[src/rtl/cfg_boot_pkg.sv]
package cfg_boot_pkg;

  typedef enum logic [2:0] {
    ST_POR    = 3'd0,
    ST_CLEAR  = 3'd1,
    ST_WAIT   = 3'd2,
    ST_SAMPLE = 3'd3,
    ST_CONFIG = 3'd4,
    ST_ERR    = 3'd5
  } seq_st_e;

  typedef enum logic [2:0] {
    MD_NONE   = 3'd0,
    MD_MSER   = 3'd1,
    MD_MUP    = 3'd2,
    MD_MDOWN  = 3'd3,
    MD_PERIPH = 3'd4,
    MD_SLAVE  = 3'd5,
    MD_RSVD   = 3'd6
  } cfg_mode_e;

endpackage

[src/rtl/cfg_mode_decode.sv]
module cfg_mode_decode
  import cfg_boot_pkg::*;
(
  input  logic [2:0] code,      // [2]=M0 [1]=M1 [0]=M2
  output cfg_mode_e  mode,
  output logic       master,
  output logic       down,
  output logic       reserved
);

  always_comb begin
    unique case (code)
      3'b000:  mode = MD_MSER;
      3'b001:  mode = MD_MUP;
      3'b011:  mode = MD_MDOWN;
      3'b101:  mode = MD_PERIPH;
      3'b111:  mode = MD_SLAVE;
      default: mode = MD_RSVD;
    endcase
  end

  assign master   = (mode == MD_MSER) || (mode == MD_MUP) || (mode == MD_MDOWN);
  assign down     = (mode == MD_MDOWN);
  assign reserved = (mode == MD_RSVD);

endmodule

[src/rtl/cfg_por_timer.sv]
module cfg_por_timer #(
  parameter int TMR_W = 14
) (
  input  logic clk,
  input  logic rst_n,
  input  logic en,
  input  logic tick,
  input  logic master,
  output logic done
);

  localparam int CW = TMR_W + 2;
  localparam logic [CW-1:0] LAST_SHORT = CW'((1 << TMR_W) - 1);
  localparam logic [CW-1:0] LAST_LONG  = '1;

  logic [CW-1:0] cnt_q;
  logic [CW-1:0] last;

  assign last = master ? LAST_LONG : LAST_SHORT;
  assign done = en && tick && (cnt_q == last);

  always_ff @(posedge clk or negedge rst_n) begin
    if (!rst_n)        cnt_q <= '0;
    else if (!en)      cnt_q <= '0;
    else if (tick)     cnt_q <= cnt_q + CW'(1);
  end

endmodule

[src/rtl/cfg_clear_sweep.sv]
module cfg_clear_sweep #(
  parameter int WORDS = 64,
  parameter int AW    = (WORDS > 1) ? $clog2(WORDS) : 1
) (
  input  logic          clk,
  input  logic          rst_n,
  input  logic          en,
  output logic [AW-1:0] addr,
  output logic          last
);

  localparam logic [AW-1:0] TOP = AW'(WORDS - 1);

  logic [AW-1:0] addr_q;

  assign addr = addr_q;
  assign last = en && (addr_q == TOP);

  always_ff @(posedge clk or negedge rst_n) begin
    if (!rst_n)      addr_q <= '0;
    else if (!en)    addr_q <= '0;
    else if (!last)  addr_q <= addr_q + AW'(1);
  end

endmodule

[src/rtl/cfg_abort_filter.sv]
module cfg_abort_filter #(
  parameter int ABORT_TICKS = 3
) (
  input  logic clk,
  input  logic rst_n,
  input  logic en,
  input  logic tick,
  input  logic ext_rst_n,
  input  logic prog_in,
  output logic abort,
  output logic reprog
);

  localparam int RW = $clog2(ABORT_TICKS + 1);
  localparam logic [RW-1:0] LAST = RW'(ABORT_TICKS - 1);

  logic [RW-1:0] low_cnt_q;
  logic          prog_q;

  assign abort  = en && tick && !ext_rst_n && (low_cnt_q == LAST);
  assign reprog = en && prog_q && !prog_in;

  always_ff @(posedge clk or negedge rst_n) begin
    if (!rst_n)                low_cnt_q <= '0;
    else if (!en || ext_rst_n) low_cnt_q <= '0;
    else if (tick && (low_cnt_q != LAST)) low_cnt_q <= low_cnt_q + RW'(1);
  end

  always_ff @(posedge clk or negedge rst_n) begin
    if (!rst_n) prog_q <= 1'b1;
    else        prog_q <= prog_in;
  end

endmodule

[src/rtl/cfg_boot_seq.sv]
module cfg_boot_seq
  import cfg_boot_pkg::*;
#(
  parameter int TMR_W       = 14,
  parameter int CLR_WORDS   = 64,
  parameter int ABORT_TICKS = 3,
  localparam int CLR_AW     = (CLR_WORDS > 1) ? $clog2(CLR_WORDS) : 1
) (
  input  logic              clk,
  input  logic              rst_n,
  input  logic              tick,
  input  logic              ext_rst_n,
  input  logic [2:0]        mode_sel,
  input  logic              prog_in,
  output logic              init_low,
  output logic              clr_req,
  output logic [CLR_AW-1:0] clr_addr,
  output logic              cfg_active,
  output logic [2:0]        cfg_mode,
  output logic              is_master,
  output logic              addr_down
);

  seq_st_e   st_q, st_d;
  cfg_mode_e dec_mode, mode_q;
  logic      dec_master, dec_down, dec_rsvd;
  logic      master_q, down_q;
  logic      por_done, clr_last, abort, reprog;

  cfg_mode_decode u_dec (
    .code     (mode_sel),
    .mode     (dec_mode),
    .master   (dec_master),
    .down     (dec_down),
    .reserved (dec_rsvd)
  );

  cfg_por_timer #(.TMR_W(TMR_W)) u_por (
    .clk    (clk),
    .rst_n  (rst_n),
    .en     (st_q == ST_POR),
    .tick   (tick),
    .master (dec_master),
    .done   (por_done)
  );

  cfg_clear_sweep #(.WORDS(CLR_WORDS), .AW(CLR_AW)) u_clr (
    .clk   (clk),
    .rst_n (rst_n),
    .en    (st_q == ST_CLEAR),
    .addr  (clr_addr),
    .last  (clr_last)
  );

  cfg_abort_filter #(.ABORT_TICKS(ABORT_TICKS)) u_abt (
    .clk       (clk),
    .rst_n     (rst_n),
    .en        (st_q == ST_CONFIG),
    .tick      (tick),
    .ext_rst_n (ext_rst_n),
    .prog_in   (prog_in),
    .abort     (abort),
    .reprog    (reprog)
  );

  always_comb begin
    st_d = st_q;
    unique case (st_q)
      ST_POR:    if (por_done)        st_d = ST_CLEAR;
      ST_CLEAR:  if (clr_last)        st_d = ST_WAIT;
      ST_WAIT:   if (ext_rst_n)       st_d = ST_SAMPLE;
      ST_SAMPLE: st_d = dec_rsvd ? ST_ERR : ST_CONFIG;
      ST_CONFIG: if (abort || reprog) st_d = ST_CLEAR;
      default:   st_d = ST_ERR;
    endcase
  end

  always_ff @(posedge clk or negedge rst_n) begin
    if (!rst_n) begin
      st_q     <= ST_POR;
      mode_q   <= MD_NONE;
      master_q <= 1'b0;
      down_q   <= 1'b0;
    end else begin
      st_q <= st_d;
      if (st_q == ST_SAMPLE) begin
        mode_q   <= dec_mode;
        master_q <= dec_master;
        down_q   <= dec_down;
      end
    end
  end

  assign init_low   = (st_q == ST_POR) || (st_q == ST_CLEAR) || (st_q == ST_ERR);
  assign clr_req    = (st_q == ST_CLEAR);
  assign cfg_active = (st_q == ST_CONFIG);
  assign cfg_mode   = mode_q;
  assign is_master  = master_q;
  assign addr_down  = down_q;

endmodule

[config.mk]
export PLATFORM = sky130hd
export DESIGN_NAME = cfg_boot_seq
export DESIGN_NICKNAME = d
export VERILOG_FILES = /design/src/rtl/cfg_boot_pkg.sv /design/src/rtl/cfg_mode_decode.sv /design/src/rtl/cfg_por_timer.sv /design/src/rtl/cfg_clear_sweep.sv /design/src/rtl/cfg_abort_filter.sv /design/src/rtl/cfg_boot_seq.sv
export SDC_FILE = /design/constraint.sdc
export NUM_CORES = 1
export LEC_CHECK = 0
export BUFFER_PORTS_ARGS = -buffer_cell sky130_fd_sc_hd__buf_2
export CORE_ASPECT_RATIO = 1.4
export CORE_MARGIN = 8
export CORE_UTILIZATION = 51
export DETAILED_ROUTE_END_ITERATION = 8
export PLACE_DENSITY_LB_ADDON = 0.3
export SYNTH_ARGS = -nofsm -noshare
export SYNTH_HDL_FRONTEND = slang
export SYNTH_SLANG_ARGS = --single-unit
[constraint.sdc]
create_clock -name clk -period 1.4 [get_ports clk]
set_input_delay 0.07 -clock clk [delete_from_list [all_inputs] [get_ports clk]]
set_output_delay 0.07 -clock clk [all_outputs]
set_load 0.005 [all_outputs]
==> qor_table.md <==
| Quantity | Reported |
| --- | --- |
| Share of flip-flops with an asynchronous set or reset | 1.00 |
| Pins over their slew limit | 0 |
| Final Cycle Share | 0.968 |
| Core area | 0.00328 mm² |
| Remaining global-route overflow | 0 |
| Depth of the worst register-to-register path | 5 |
| Nets in the synthesized netlist | 182 |
| Minimum clock period | 1.35 ns |
| Endpoint kind of the worst setup timing path | flop |
| Number of enable-type register cells in the synthesized netlist | 0 |
| Via-to-Cell Ratio | 5.42 |
| Worst hold-check path type | in2reg |
| Number of antenna repair diodes | 0 |
| Pwr dens | 1150 mW/mm² |
| RR Startpoint | st_q[2] |
| Wirelength, routed | 3810 µm |
| Library cell with the largest summed area after synthesis | sky130_fd_sc_hd__dfrtp_1 |
| Synthesis-to-layout area growth | 31.2% |
| Crit Path Class | reg2reg |
| Initial Utilization | 0.516 |
| Slew HR | 0.508 |
| Number of filler cells placed in the layout | 266 |
| Sequential share of power | 0.445 |
| Most heavily used metal layer in global routing | met2 |
| Number of H-tree levels | 2 |
| Number of sinks on the clock net | 33 |
| Setup repair after global routing missed its margin | yes |
| Post-synthesis register bit count | 33 |
| Number of detailed-route iterations in the first pass | 4 |
| Leakage | 0.00105 µW |
| Maximum achievable frequency | 738 MHz |
| Run status | completed |
| Int Pwr | 1780 µW |
| Synthesized netlist cell count | 171 |
| Number of warnings reported in the yosys synthesis log | 0 |
| Standard-cell rows | 25 |
| Nets | 232 |
| Reg-to-reg endpoint | cfg_mode[2] |
| TritonCTS buffer count | 5 |
| Global-route wire length before repair | 6320 µm |
| GRT met2 Usage | 0.269 |
| Clk Tree Root Cell | sky130_fd_sc_hd__clkbuf_8 |
| Actual transition at the worst max-transition pin | 0.738 ns |
| Via count of the first global-routing pass | 1,501 |
| Total net switching power | 784 µW |
| Worst hold path cell count | 2 |
| Iteration-0 DRC count of the detailed router | 40 |
| All-Layer GR Usage | 0.144 |
| Number of antenna-violating nets in the routed design | 0 |
| Met1 demand-to-capacity share in global routing | 0.147 |
| Die outline height | 84.2 µm |
| Initial antenna violation count | 0 |
| Max Cap Viol | 0 |
| Power share of the combinational group | 0.240 |
| Horizontal extent of the die | 64.7 µm |
| Number of vias in the routed layout | 1,421 |
| # setup viols final | 0 |
| Clock power share | 0.315 |
| Peak ir drop on the vdd network | 0.000998 V |
| Startpoint type of the worst setup path | flop |
| Insertion delay of the later-clocked pin in the worst-skew pair | 0.28 ns |
| DP Wirelength | 2590 µm |
| Required time worst endpoint | 1.56 ns |
| Cells taking the most area after synthesis | sky130_fd_sc_hd__dfrtp_1, sky130_fd_sc_hd__xnor2_1, sky130_fd_sc_hd__nor2_1 |
| Seq/Total Area, Yosys | 0.488 |
| Number of port buffers | 21 |
| Min-Delay Endpoint | addr_down |
| Pin count of the biggest net entering global routing | 34 |
| Die Footprint | 0.00545 mm² |
| Post-Synthesis Cell Area | 0.00169 mm² |
| Post-synth top area share | 0.473 |
| Distinct cell type count after synthesis | 39 |
| Met3 usage in global routing | 0.0346 |
| Overall power after layout | 2560 µW |
| Share of layout cells above drive strength 1 | 0.347 |
| Final Hold Vio Count | 0 |
| CP Max Fanout | 9 |
| Post-route DRC | 0 |
| Hold Startpoint | mode_sel[2] |
| Leading register cell type out of synthesis | sky130_fd_sc_hd__dfrtp_1 |
| CTS tree | built |
| Syn Area/Cell | 9.91 µm² |
| Switching fraction of total power | 0.306 |
| Register-to-register setup slack | 0.05 ns |
| Arrival time of data at the critical path endpoint | 1.52 ns |
| Global placement routability congestion | 0.840 |
| Clock Skews | 0.00214 ns |
| Wire length per cell after detailed routing | 14.5 µm |
| IO Pins | 22 |
| Multi-input logic area | 880 µm² |
| Buffer depth of the longest clock path | 2 |
| Storage cell area | 830 µm² |
| Final design utilization | 0.677 |
| Clock slew seen by the registers of the worst setup and hold paths | 0.07 ns |
[final cells by class]
type	count	share of cell area
well taps	40	0.0225
inverters	9	0.0152
repair buffers	48	0.148
flip-flops and latches	33	0.373
multi-input cells	124	0.396
clock buffers	7	0.0434
clock inverters	1	0.00225
[power by group through the flow]
stage	logic (µW)	clock network (µW)	registers (µW)
4_1_cts	554	815	1130
5_1_grt	684	863	1150
3_3_place_gp	497	0	1140
6_report	615	807	1140
3_5_place_dp	525	0	1150
2_1_floorplan	265	0	1170
[registers in the layout, summed over array words and instances, names as in the netlist]
signal	flops
st_q	3
u_abt.low_cnt_q	2
u_abt.prog_q	1
cfg_mode	3
u_por.cnt_q	16
is_master	1
u_clr.addr	6
addr_down	1
[cells in the mapped netlist (all sizes together), types with 2 or more instances]
master	count
a21oi	12
or3	5
mux2i	2
a21o	2
nor3	9
buf	3
dfrtp	32
nor4	4
ha	3
o21ai	5
nor2b	2
xnor2	12
nand2	15
inv	9
nand4	4
nand3	7
clkbuf	2
a31oi	2
nand2b	2
xor2	4
nor2	21
[timing repair]
item,in CTS,in global routing
setup buffers,4,5
endpoints found under the hold margin,34,0
endpoints found under the setup margin,1,13
hold buffers,3,0
pin swaps,0,3
gates resized for setup,2,15
[routing by layer]
metal / share of wire / wire length [µm]
met1: 0.40 / 1510
met2: 0.57 / 2180
met3: 0.023 / 88
met4: 0.0089 / 34
met5: 0 / 0
[worst max-delay path: stages, from the launching register on]
cell	delay [ns]
sky130_fd_sc_hd__dfrtp_1	0.38
sky130_fd_sc_hd__buf_4	0.16
sky130_fd_sc_hd__nor2b_1	0.21
sky130_fd_sc_hd__nand2_2	0.17
sky130_fd_sc_hd__nor3_1	0.24
sky130_fd_sc_hd__a21oi_1	0.07
[logic make-up (layout without fill, tap and decap cells)]
| kind of cell | count (synthesis) | after routing | synth area share |
|---|---|---|---|
| and+or+nand+nor | 73 | 73 | 0.246 |
| muxes | 2 | 2 | 0.0118 |
| adders and majority gates | 3 | 3 | 0.0222 |
| DFF | 33 | 33 | 0.488 |
| xor gates and xnor gates | 16 | 16 | 0.0827 |
| buffers and inverters | 14 | 65 | 0.0332 |
| AOI/OAI and AO/OA | 30 | 30 | 0.116 |
[metrics by stage]
step | setup WS [ns] | setup TNS (ns) | instances | hold WS (ns) | cell area [µm²]
2_1_floorplan | 0.0520 | 0 | 171 | -0.226 | 1700
3_5_place_dp | 0.0263 | 0 | 242 | 0.182 | 1940
3_3_place_gp | 0.0708 | 0 | 242 | 0.167 | 1940
6_report | 0.0452 | 0 | 262 | 0.0653 | 2220
5_1_grt | -0.0463 | -0.176 | 262 | 0.0679 | 2220
4_1_cts | 0.00711 | 0 | 257 | 0.0509 | 2110
[worst max path at each step]
stage              startpoint               to  depth (start not counted)
6_report              st_q[2]      cfg_mode[2]                          5
2_1_floorplan   u_clr.addr[0]          st_q[1]                          4
3_3_place_gp   u_por.cnt_q[0]  u_por.cnt_q[12]                          5
3_5_place_dp   u_por.cnt_q[0]  u_por.cnt_q[12]                          5
5_1_grt        u_por.cnt_q[8]          st_q[0]                          4
4_1_cts        u_por.cnt_q[0]  u_por.cnt_q[12]                          5
[layout by cell type, fill, tap and decap left out, drive strengths merged, types with 3 or more instances in the layout]
master       instances
nand2               15
nor4                 4
xor2                 4
nor3                 9
nand3                7
xnor2               12
nor2                21
inv                  9
or3                  5
clkbuf               7
dfrtp               32
o21ai                5
buf                 45
dlygate4sd3          3
ha                   3
a21oi               12
nand4                4
Note: power is estimated with default switching activity, not from simulation.
